## config.mk

```make
export PLATFORM = sky130hd
export DESIGN_NAME = irq_prio_arbiter
export DESIGN_NICKNAME = d
export VERILOG_FILES = /design/src/rtl/irq_arb_pkg.sv /design/src/rtl/irq_arb_bank.sv /design/src/rtl/irq_arb_scan.sv /design/src/rtl/irq_prio_arbiter.sv
export SDC_FILE = /design/constraint.sdc
export NUM_CORES = 2
export LEC_CHECK = 0
export CORE_UTILIZATION = 35
export DETAILED_ROUTE_END_ITERATION = 8
export SETUP_SLACK_MARGIN = 0.5
export SLEW_MARGIN = 5
export SYNTH_ARGS = -nofsm -noshare
export SYNTH_HDL_FRONTEND = slang
export SYNTH_SLANG_ARGS = --single-unit
```

## constraint.sdc

```tcl
create_clock -name clk -period 3.6 [get_ports clk]
set_clock_uncertainty 0.05 [all_clocks]
set_input_delay 0.54 -clock clk [delete_from_list [all_inputs] [get_ports clk]]
set_output_delay 0.54 -clock clk [all_outputs]
set_load 0.02 [all_outputs]
```

## src/rtl/irq_arb_pkg.sv

```systemverilog
package irq_arb_pkg;
  localparam int HP_W = 10;
  localparam logic [HP_W-1:0] NO_IRQ_ID = 10'd1023;

  typedef enum logic [2:0] {
    FLD_ENABLE  = 3'd0,
    FLD_PENDING = 3'd1,
    FLD_GROUP   = 3'd2,
    FLD_PRIO    = 3'd3,
    FLD_TARGET  = 3'd4
  } fld_e;
endpackage

```

## src/rtl/irq_arb_bank.sv

```systemverilog
// Per-CPU view of source state: bit flops plus a priority RAM with synchronous read.
module irq_arb_bank
  import irq_arb_pkg::*;
#(
  parameter int NUM_IRQ   = 64,
  parameter int PRIV_IRQS = 32,
  parameter int PRIO_W    = 8,
  parameter int ID_W      = 6
) (
  input  logic              clk,
  input  logic              rst,
  input  logic              wr_hit,
  input  fld_e              wr_field,
  input  logic [ID_W-1:0]   wr_id,
  input  logic [PRIO_W-1:0] wr_data,
  input  logic              wr_tgt,
  input  logic              ack_hit,
  input  logic [ID_W-1:0]   ack_id,
  input  logic [ID_W-1:0]   rd_idx,
  output logic              rd_elig,
  output logic              rd_grp,
  output logic [PRIO_W-1:0] rd_prio
);
  logic [NUM_IRQ-1:0] en_q, pend_q, grp_q, tgt_q;
  logic [PRIO_W-1:0]  prio_mem [NUM_IRQ];

  always_ff @(posedge clk) begin
    if (rst) begin
      en_q   <= '0;
      pend_q <= '0;
      grp_q  <= '0;
      tgt_q  <= '0;
    end else begin
      if (wr_hit) begin
        case (wr_field)
          FLD_ENABLE:  en_q[wr_id]   <= wr_data[0];
          FLD_PENDING: pend_q[wr_id] <= wr_data[0];
          FLD_GROUP:   grp_q[wr_id]  <= wr_data[0];
          FLD_TARGET:  tgt_q[wr_id]  <= wr_tgt;
          default: ;
        endcase
      end
      // acknowledge is applied last so it wins over a same-cycle pending write
      if (ack_hit) pend_q[ack_id] <= 1'b0;
    end
  end

  always_ff @(posedge clk) begin
    if (wr_hit && wr_field == FLD_PRIO) prio_mem[wr_id] <= wr_data;
    rd_prio <= prio_mem[rd_idx];
  end

  always_ff @(posedge clk) begin
    if (rst) begin
      rd_elig <= 1'b0;
      rd_grp  <= 1'b0;
    end else begin
      rd_elig <= en_q[rd_idx] & pend_q[rd_idx] &
                 ((int'(rd_idx) < PRIV_IRQS) | tgt_q[rd_idx]);
      rd_grp  <= grp_q[rd_idx];
    end
  end

  assert_ack_clears_R8: assert property (@(posedge clk) disable iff (rst)
    ack_hit |=> !pend_q[$past(ack_id)]);

  assert_enable_write_R9: assert property (@(posedge clk) disable iff (rst)
    (wr_hit && wr_field == FLD_ENABLE) |=> en_q[$past(wr_id)] == $past(wr_data[0]));
endmodule

```

## src/rtl/irq_arb_scan.sv

```systemverilog
// Sequential best-candidate search for one CPU, with end-of-scan decision registers.
module irq_arb_scan
  import irq_arb_pkg::*;
#(
  parameter int NUM_IRQ = 64,
  parameter int PRIO_W  = 8,
  parameter int ID_W    = 6
) (
  input  logic              clk,
  input  logic              rst,
  input  logic              restart,
  output logic [ID_W-1:0]   rd_idx,
  input  logic              cand_elig,
  input  logic              cand_grp,
  input  logic [PRIO_W-1:0] cand_prio,
  input  logic [1:0]        glob_en,
  input  logic [1:0]        cpu_en,
  input  logic              fiq_en,
  input  logic [PRIO_W-1:0] pmask,
  input  logic [PRIO_W:0]   run_prio,
  output logic              irq_o,
  output logic              fiq_o,
  output logic [HP_W-1:0]   hp_o
);
  localparam logic [ID_W-1:0] LAST_ID = ID_W'(NUM_IRQ - 1);

  logic [ID_W-1:0]   idx_q, s1_id;
  logic              s1_valid;
  logic              best_found;
  logic [PRIO_W-1:0] best_prio;
  logic [ID_W-1:0]   best_id;
  logic              best_grp;

  logic              take, last;
  logic              nxt_found, nxt_grp;
  logic [PRIO_W-1:0] nxt_prio;
  logic [ID_W-1:0]   nxt_id;
  logic              off, show, sig, dec_fiq, dec_irq;
  logic [HP_W-1:0]   dec_hp;

  assign rd_idx = idx_q;
  assign last   = s1_valid && (s1_id == LAST_ID);

  always_comb begin
    // strict compare keeps the lower ID on equal priority
    take      = s1_valid && cand_elig && (!best_found || cand_prio < best_prio);
    nxt_found = take ? 1'b1      : best_found;
    nxt_prio  = take ? cand_prio : best_prio;
    nxt_id    = take ? s1_id     : best_id;
    nxt_grp   = take ? cand_grp  : best_grp;

    off     = (glob_en == 2'b00) || (cpu_en == 2'b00);
    show    = nxt_found && !off && (nxt_prio < pmask);
    sig     = show && ({1'b0, nxt_prio} < run_prio) && glob_en[nxt_grp] && cpu_en[nxt_grp];
    dec_fiq = sig && !nxt_grp && fiq_en;
    dec_irq = sig && !dec_fiq;
    dec_hp  = show ? HP_W'(nxt_id) : NO_IRQ_ID;
  end

  always_ff @(posedge clk) begin
    if (rst) begin
      idx_q      <= '0;
      s1_id      <= '0;
      s1_valid   <= 1'b0;
      best_found <= 1'b0;
      best_prio  <= '0;
      best_id    <= '0;
      best_grp   <= 1'b0;
      irq_o      <= 1'b0;
      fiq_o      <= 1'b0;
      hp_o       <= NO_IRQ_ID;
    end else if (restart) begin
      idx_q      <= '0;
      s1_valid   <= 1'b0;
      best_found <= 1'b0;
    end else begin
      idx_q    <= (idx_q == LAST_ID) ? '0 : idx_q + 1'b1;
      s1_valid <= 1'b1;
      s1_id    <= idx_q;
      if (last) begin
        best_found <= 1'b0;
        irq_o      <= dec_irq;
        fiq_o      <= dec_fiq;
        hp_o       <= dec_hp;
      end else begin
        best_found <= nxt_found;
        best_prio  <= nxt_prio;
        best_id    <= nxt_id;
        best_grp   <= nxt_grp;
      end
    end
  end

  assert_one_line_R7: assert property (@(posedge clk) disable iff (rst)
    !(irq_o && fiq_o));

  assert_fiq_needs_enable_R7: assert property (@(posedge clk) disable iff (rst)
    $rose(fiq_o) |-> $past(fiq_en));

  assert_line_has_id_R6: assert property (@(posedge clk) disable iff (rst)
    (irq_o || fiq_o) |-> hp_o != NO_IRQ_ID);

  assert_hold_between_scans_R10: assert property (@(posedge clk) disable iff (rst)
    !$past(last) |-> $stable({irq_o, fiq_o, hp_o}));
endmodule

```

## src/rtl/irq_prio_arbiter.sv

```systemverilog
module irq_prio_arbiter
  import irq_arb_pkg::*;
#(
  parameter int NUM_IRQ   = 64,
  parameter int NUM_CPU   = 2,
  parameter int PRIV_IRQS = 32,
  parameter int PRIO_W    = 8,
  parameter int ID_W      = $clog2(NUM_IRQ),
  parameter int CPU_W     = (NUM_CPU > 1) ? $clog2(NUM_CPU) : 1
) (
  input  logic                        clk,
  input  logic                        rst,
  input  logic                        wr_en,
  input  logic [CPU_W-1:0]            wr_cpu,
  input  logic [2:0]                  wr_field,
  input  logic [ID_W-1:0]             wr_id,
  input  logic [PRIO_W-1:0]           wr_data,
  input  logic                        ack_en,
  input  logic [CPU_W-1:0]            ack_cpu,
  input  logic [ID_W-1:0]             ack_id,
  input  logic [1:0]                  glob_grp_en,
  input  logic [2*NUM_CPU-1:0]        cpu_grp_en,
  input  logic [NUM_CPU-1:0]          cpu_fiq_en,
  input  logic [NUM_CPU*PRIO_W-1:0]   cpu_pmask,
  input  logic [NUM_CPU*(PRIO_W+1)-1:0] cpu_run_prio,
  output logic [NUM_CPU-1:0]          irq_o,
  output logic [NUM_CPU-1:0]          fiq_o,
  output logic [NUM_CPU*HP_W-1:0]     hp_id_o
);
  localparam int RP_W = PRIO_W + 1;

  logic restart, wr_shared, ack_shared;
  fld_e fld;

  assign restart    = wr_en | ack_en;
  assign wr_shared  = int'(wr_id) >= PRIV_IRQS;
  assign ack_shared = int'(ack_id) >= PRIV_IRQS;
  assign fld        = fld_e'(wr_field);

  for (genvar c = 0; c < NUM_CPU; c++) begin : g_cpu
    logic              wr_hit, ack_hit;
    logic [ID_W-1:0]   rd_idx;
    logic              rd_elig, rd_grp;
    logic [PRIO_W-1:0] rd_prio;

    assign wr_hit  = wr_en  && (wr_shared  || wr_cpu  == CPU_W'(c));
    assign ack_hit = ack_en && (ack_shared || ack_cpu == CPU_W'(c));

    irq_arb_bank #(
      .NUM_IRQ(NUM_IRQ), .PRIV_IRQS(PRIV_IRQS), .PRIO_W(PRIO_W), .ID_W(ID_W)
    ) u_bank (
      .clk(clk), .rst(rst),
      .wr_hit(wr_hit), .wr_field(fld), .wr_id(wr_id), .wr_data(wr_data),
      .wr_tgt(wr_data[c]),
      .ack_hit(ack_hit), .ack_id(ack_id),
      .rd_idx(rd_idx), .rd_elig(rd_elig), .rd_grp(rd_grp), .rd_prio(rd_prio)
    );

    irq_arb_scan #(
      .NUM_IRQ(NUM_IRQ), .PRIO_W(PRIO_W), .ID_W(ID_W)
    ) u_scan (
      .clk(clk), .rst(rst), .restart(restart),
      .rd_idx(rd_idx), .cand_elig(rd_elig), .cand_grp(rd_grp), .cand_prio(rd_prio),
      .glob_en(glob_grp_en), .cpu_en(cpu_grp_en[2*c +: 2]), .fiq_en(cpu_fiq_en[c]),
      .pmask(cpu_pmask[c*PRIO_W +: PRIO_W]), .run_prio(cpu_run_prio[c*RP_W +: RP_W]),
      .irq_o(irq_o[c]), .fiq_o(fiq_o[c]), .hp_o(hp_id_o[c*HP_W +: HP_W])
    );
  end
endmodule

```

==> results.md <==
- The run finished with clean final reports.
- The cell count after synthesis is around 4,600.
- The post-detailed-route DRC marker count is 0.
- Counting flops with a built-in enable in the synthesized netlist gives roughly 1,000.
- In this run the register-to-register setup slack is about 0.25 ns.
- The maximum clock insertion buffer count is 3.
- The number of filler cells placed in the layout is roughly 17,000.
- The detailed placement HPWL is between 100,000 and 150,000 um.
- The via count of the first global-routing pass came to around 42,000.
- The largest total area in the synthesized netlist belongs to edfxtp_1.
- The hold violation count in the final report is 0.
- The number of antenna violations at the first check in global routing is 9.
- CTS saw about 1,600 sinks.
- Setup slack on the critical path of the routed design comes to around 0.25 ns.
- The cell area power density is approximately 500 nW/um^2.
- In the finished design, the share of the clock period the worst path needs comes to 0.9312.
- The leading register cell type out of synthesis is edfxtp_1.
- The worst hold slack after final layout is ~0.11 ns.
- The clock transition at the register clock pins on the worst setup and hold paths after CTS is roughly 0.06 ns.
- Before CTS, the worst setup slack after placement is between 0.1 and 0.15 ns.
- STA puts the critical path data arrival time at about 4.0 ns.
- Static timing analysis puts the maximum clock frequency at around 300 MHz.
- The count of pins over their slew limit is 0.
- The count of max-cap constraint violations is 0.
- The initial standard-cell utilization of the core is 0.3521.
- After detailed placement, the total cell area comes to approximately 70,000 sq um.
- In this run the count of I/O pins placed on the die edge is 95.
- The total leakage power is 23.47 nW.
- After detailed routing, the number of vias per cell comes to approximately 5.8.
- The worst hold path belongs to the class in2reg.
- The startpoint identified for the worst hold timing path is rst.
- The cell area that synthesis handed to floorplanning was 64,390 sq um.
- From synthesis to final layout, the design area changed by 18.63%.
- The critical path in this run is classified as reg2reg.
- The core occupancy in the finished layout is 0.4177.
- Across the VDD grid, the largest voltage drop is just over 500 uV.
- During synthesis, Yosys emitted a total of 0 warnings.
- The later pin in the worst-skew pair is clocked with a latency of 0.80 ns.
- Averaged over all synthesized cells, the footprint is 13.85 sq um.
- The global placer's final weighted congestion is around 0.9.
- The violation count after the first detailed-route iteration is approximately 6,000.
- The critical path launch point type is a flop.
- The core outline area is around 180,000 sq um.
- The share of the synthesized area in the top cell type is 0.4775.
- In this run the horizontal extent of the chip is between 400 and 500 um.
- The overall power consumption is 37.18 mW.
- The share of flip-flops with an asynchronous set or reset after synthesis is 0.
- The number of levels the H-tree was split into is 4.
- After routing the design area is around 76,000 sq um.
- Row generation in the floorplan step produced 157 rows.
- Global routing finished with a remaining overflow of 0.
- The post-synthesis net count is about 4,800.
- The quantity of hold-fixing buffers added after cts is 0.
- Entering global routing, the biggest net connects about 170 pins.
- Clock tree synthesis selected as its root buffer the cell clkbuf_16.
- In this run the worst path has a maximum fanout of 7.
- The sequential fraction of the synthesis area is 0.6464.
- Dividing the detail-routed wire length by the instance count gives 26.54 um.
- The routed layout has ~44,000 vias.
- The number of failing setup endpoints in the final timing report is 0.
- The number of buffers created by CTS is 163.
- After synthesis the netlist holds a flip-flop and latch count of about 1,600.
- The slew at the pin closest to its max-slew limit is 1.259 ns.
- The worst path needs roughly 3.4 ns of the cycle, external delays included.
- The reg-to-reg startpoint is g_cpu[0].u_scan.best_prio[6]$_SDFFE_PP0P_.
- The worst register-to-register path ends at g_cpu[0].u_scan.hp_o[0]$_SDFFE_PP1P_.
- STA classifies the critical path endpoint as a flop.
- Setup repair after global routing could not meet its margin everywhere.
- The count of antenna-violating nets left after detailed routing is 0.
- The aggregate global-route resource usage is 0.2118.
- Input and output buffers added on the ports amount to 94.
- Leaving out filler cells and counting taps, the final layout contains 7,524.
- STA puts the critical path data required time at ~4.3 ns.
- The number of cells on the worst hold path is 2.
- The number of optimization iterations in the first detailed-route pass is 6.
- The height of the die is around 430 um.
- The sum of negative setup slack is 0 ns.
- TritonCTS built the clock tree.
- Of the cells placed in the final design, the portion with a size suffix greater than 1 is 0.2301.
- In this run, distinct cell masters in the synthesized netlist total 58.
- By area the synthesized netlist is led by edfxtp_1 (48%), dfxtp_1 (17%), mux4_2 (14%).
- In the final design database the tool counted around 5,000 nets.
- The die covers 185,700 sq um.
- The first-pass GRT wire length is between 200,000 and 300,000 um.
- In this run the tightest slew margin relative to its limit is 0.1532.
- The routed design has ~200,000 um of wire.
- The path with the worst hold slack has its endpoint at g_cpu[0].u_bank.en_q[8]$_SDFFE_PP0P_.
- Including well taps, the total number of placed cells is between 7,000 and 8,000.
- Counting cells, the worst reg-to-reg path comes to 15.
## cell usage in the layout, fill, tap and decap left out, drive strengths merged, types with 40 or more instances in the layout
cell type	netlist	final
edfxtp	1024	1024
dfxtp	543	543
a21oi	437	437
o21ai	427	427
nand3	409	409
buf	88	398
mux4	388	388
nor2	322	322
clkbuf	293	230
nand2	168	168
clkdlybuf4s50	0	85
nor3	77	77
a2111oi	68	68
inv	55	64
clkinv	0	55
a221oi	49	49
ha	44	44
mux2i	40	40
## critical path, cell delays in order (launching register included)
cell	delay (ns)
dfxtp_2	0.32
inv_1	0.10
ha_4	0.22
buf_4	0.13
a21oi_2	0.17
o21ai_2	0.09
nor2_4	0.27
buf_6	0.16
mux2_4	0.32
ha_2	0.34
nand2_1	0.08
or4_1	0.49
a31oi_2	0.21
nor2b_1	0.08
buf_4	0.16
o211ai_1	0.09
## cell families after synthesis
| group | Yosys count | synth area share |
|---|---|---|
| flops | 1567 | 0.6464 |
| mux | 443 | 0.1445 |
| simple gates | 1087 | 0.07823 |
| xor+xnor | 8 | 0.001088 |
| compound gates | 1064 | 0.09348 |
| buf+inv | 436 | 0.02775 |
| fa+ha+maj | 44 | 0.008550 |
## flip-flops by register name, summed over array words and instances (netlist names)
| register | cells |
|---|---|
| g_cpu.u_scan.best_id | 12 |
| g_cpu.u_bank.en_q | 128 |
| g_cpu.u_bank.rd_prio | 16 |
| g_cpu.u_scan.best_prio | 16 |
| g_cpu.u_bank.pend_q | 128 |
| g_cpu.u_scan.hp_o | 14 |
| g_cpu.u_bank.tgt_q | 64 |
| g_cpu.u_bank.grp_q | 128 |
| g_cpu.u_scan.s1_id | 12 |
| g_cpu.u_scan.rd_idx | 12 |
| g_cpu.u_scan.fiq_o | 2 |
| g_cpu.u_scan.best_grp | 2 |
| g_cpu.u_scan.best_found | 2 |
| g_cpu.u_bank.prio_mem | 1024 |
| g_cpu.u_bank.rd_grp | 2 |
| g_cpu.u_scan.irq_o | 2 |
| g_cpu.u_bank.rd_elig | 2 |
| g_cpu.u_scan.s1_valid | 1 |
## worst max path at each step
stage,start,end
floorplan,g_cpu[1].u_scan.best_prio[3]$_SDFFE_PP0P_,g_cpu[1].u_scan.irq_o$_SDFFE_PP0P_
global placement,g_cpu[0].u_scan.best_prio[1]$_SDFFE_PP0P_,g_cpu[0].u_scan.fiq_o$_SDFFE_PP0P_
detailed placement,g_cpu[1].u_scan.best_prio[2]$_SDFFE_PP0P_,g_cpu[1].u_scan.hp_o[5]$_SDFFE_PP1P_
CTS,g_cpu[0].u_scan.best_prio[2]$_SDFFE_PP0P_,g_cpu[0].u_scan.fiq_o$_SDFFE_PP0P_
global route,g_cpu[0].u_scan.best_prio[5]$_SDFFE_PP0P_,g_cpu[0].u_scan.hp_o[0]$_SDFFE_PP1P_
finish,g_cpu[0].u_scan.best_prio[6]$_SDFFE_PP0P_,g_cpu[0].u_scan.hp_o[0]$_SDFFE_PP1P_
## cells in the mapped netlist (all sizes together), types with 3 or more instances
library cell,number
edfxtp,1024
dfxtp,543
a21oi,437
o21ai,427
nand3,409
mux4,388
nor2,322
clkbuf,293
nand2,168
buf,88
nor3,77
a2111oi,68
inv,55
a221oi,49
ha,44
mux2i,40
nand4,33
o211ai,23
mux2,15
nor2b,14
nor3b,12
a221o,8
and3,8
a211oi,7
and3b,7
nand2b,7
a21o,6
a41oi,6
or2,6
a31oi,5
nand3b,5
o21a,5
and2,4
nor4,4
or3b,4
xnor2,4
xor2,4
a311oi,3
o22ai,3
## per-layer routing
metal / track usage / part of all wire
met1: 0.2927 / 0.41
met2: 0.3284 / 0.46
met3: 0.04277 / 0.092
met4: 0.07987 / 0.038
met5: 0 / 0
## where the power goes
group | switching (mW) | internal [mW] | total, mW | leakage (nW)
Clock | 7.17 | 9.42 | 16.6 | 2.58
Sequential | 0.0214 | 19.1 | 19.2 | 13.6
Combinational | 0.981 | 0.445 | 1.43 | 7.29
## what timing repair did
item / in CTS / in global routing
setup buffers: 14 / 10
setup endpoints to repair: 27 / 20
pin swaps: 27 / 11
resized for setup: 65 / 23
## area by class of cell
type | count | area, sq um | area share
sequential | 1567 | 41660 | 0.5454
multi-input combinational | 2646 | 21680 | 0.2839
clock buffer | 230 | 4597 | 0.06018
timing repair buffer | 483 | 4464 | 0.05844
tap | 2464 | 3083 | 0.04036
clock inverter | 74 | 676.9 | 0.008862
inverter | 55 | 206.4 | 0.002703
antenna | 5 | 12.51 | 0.0001638
(Power assumes the default switching activity.)
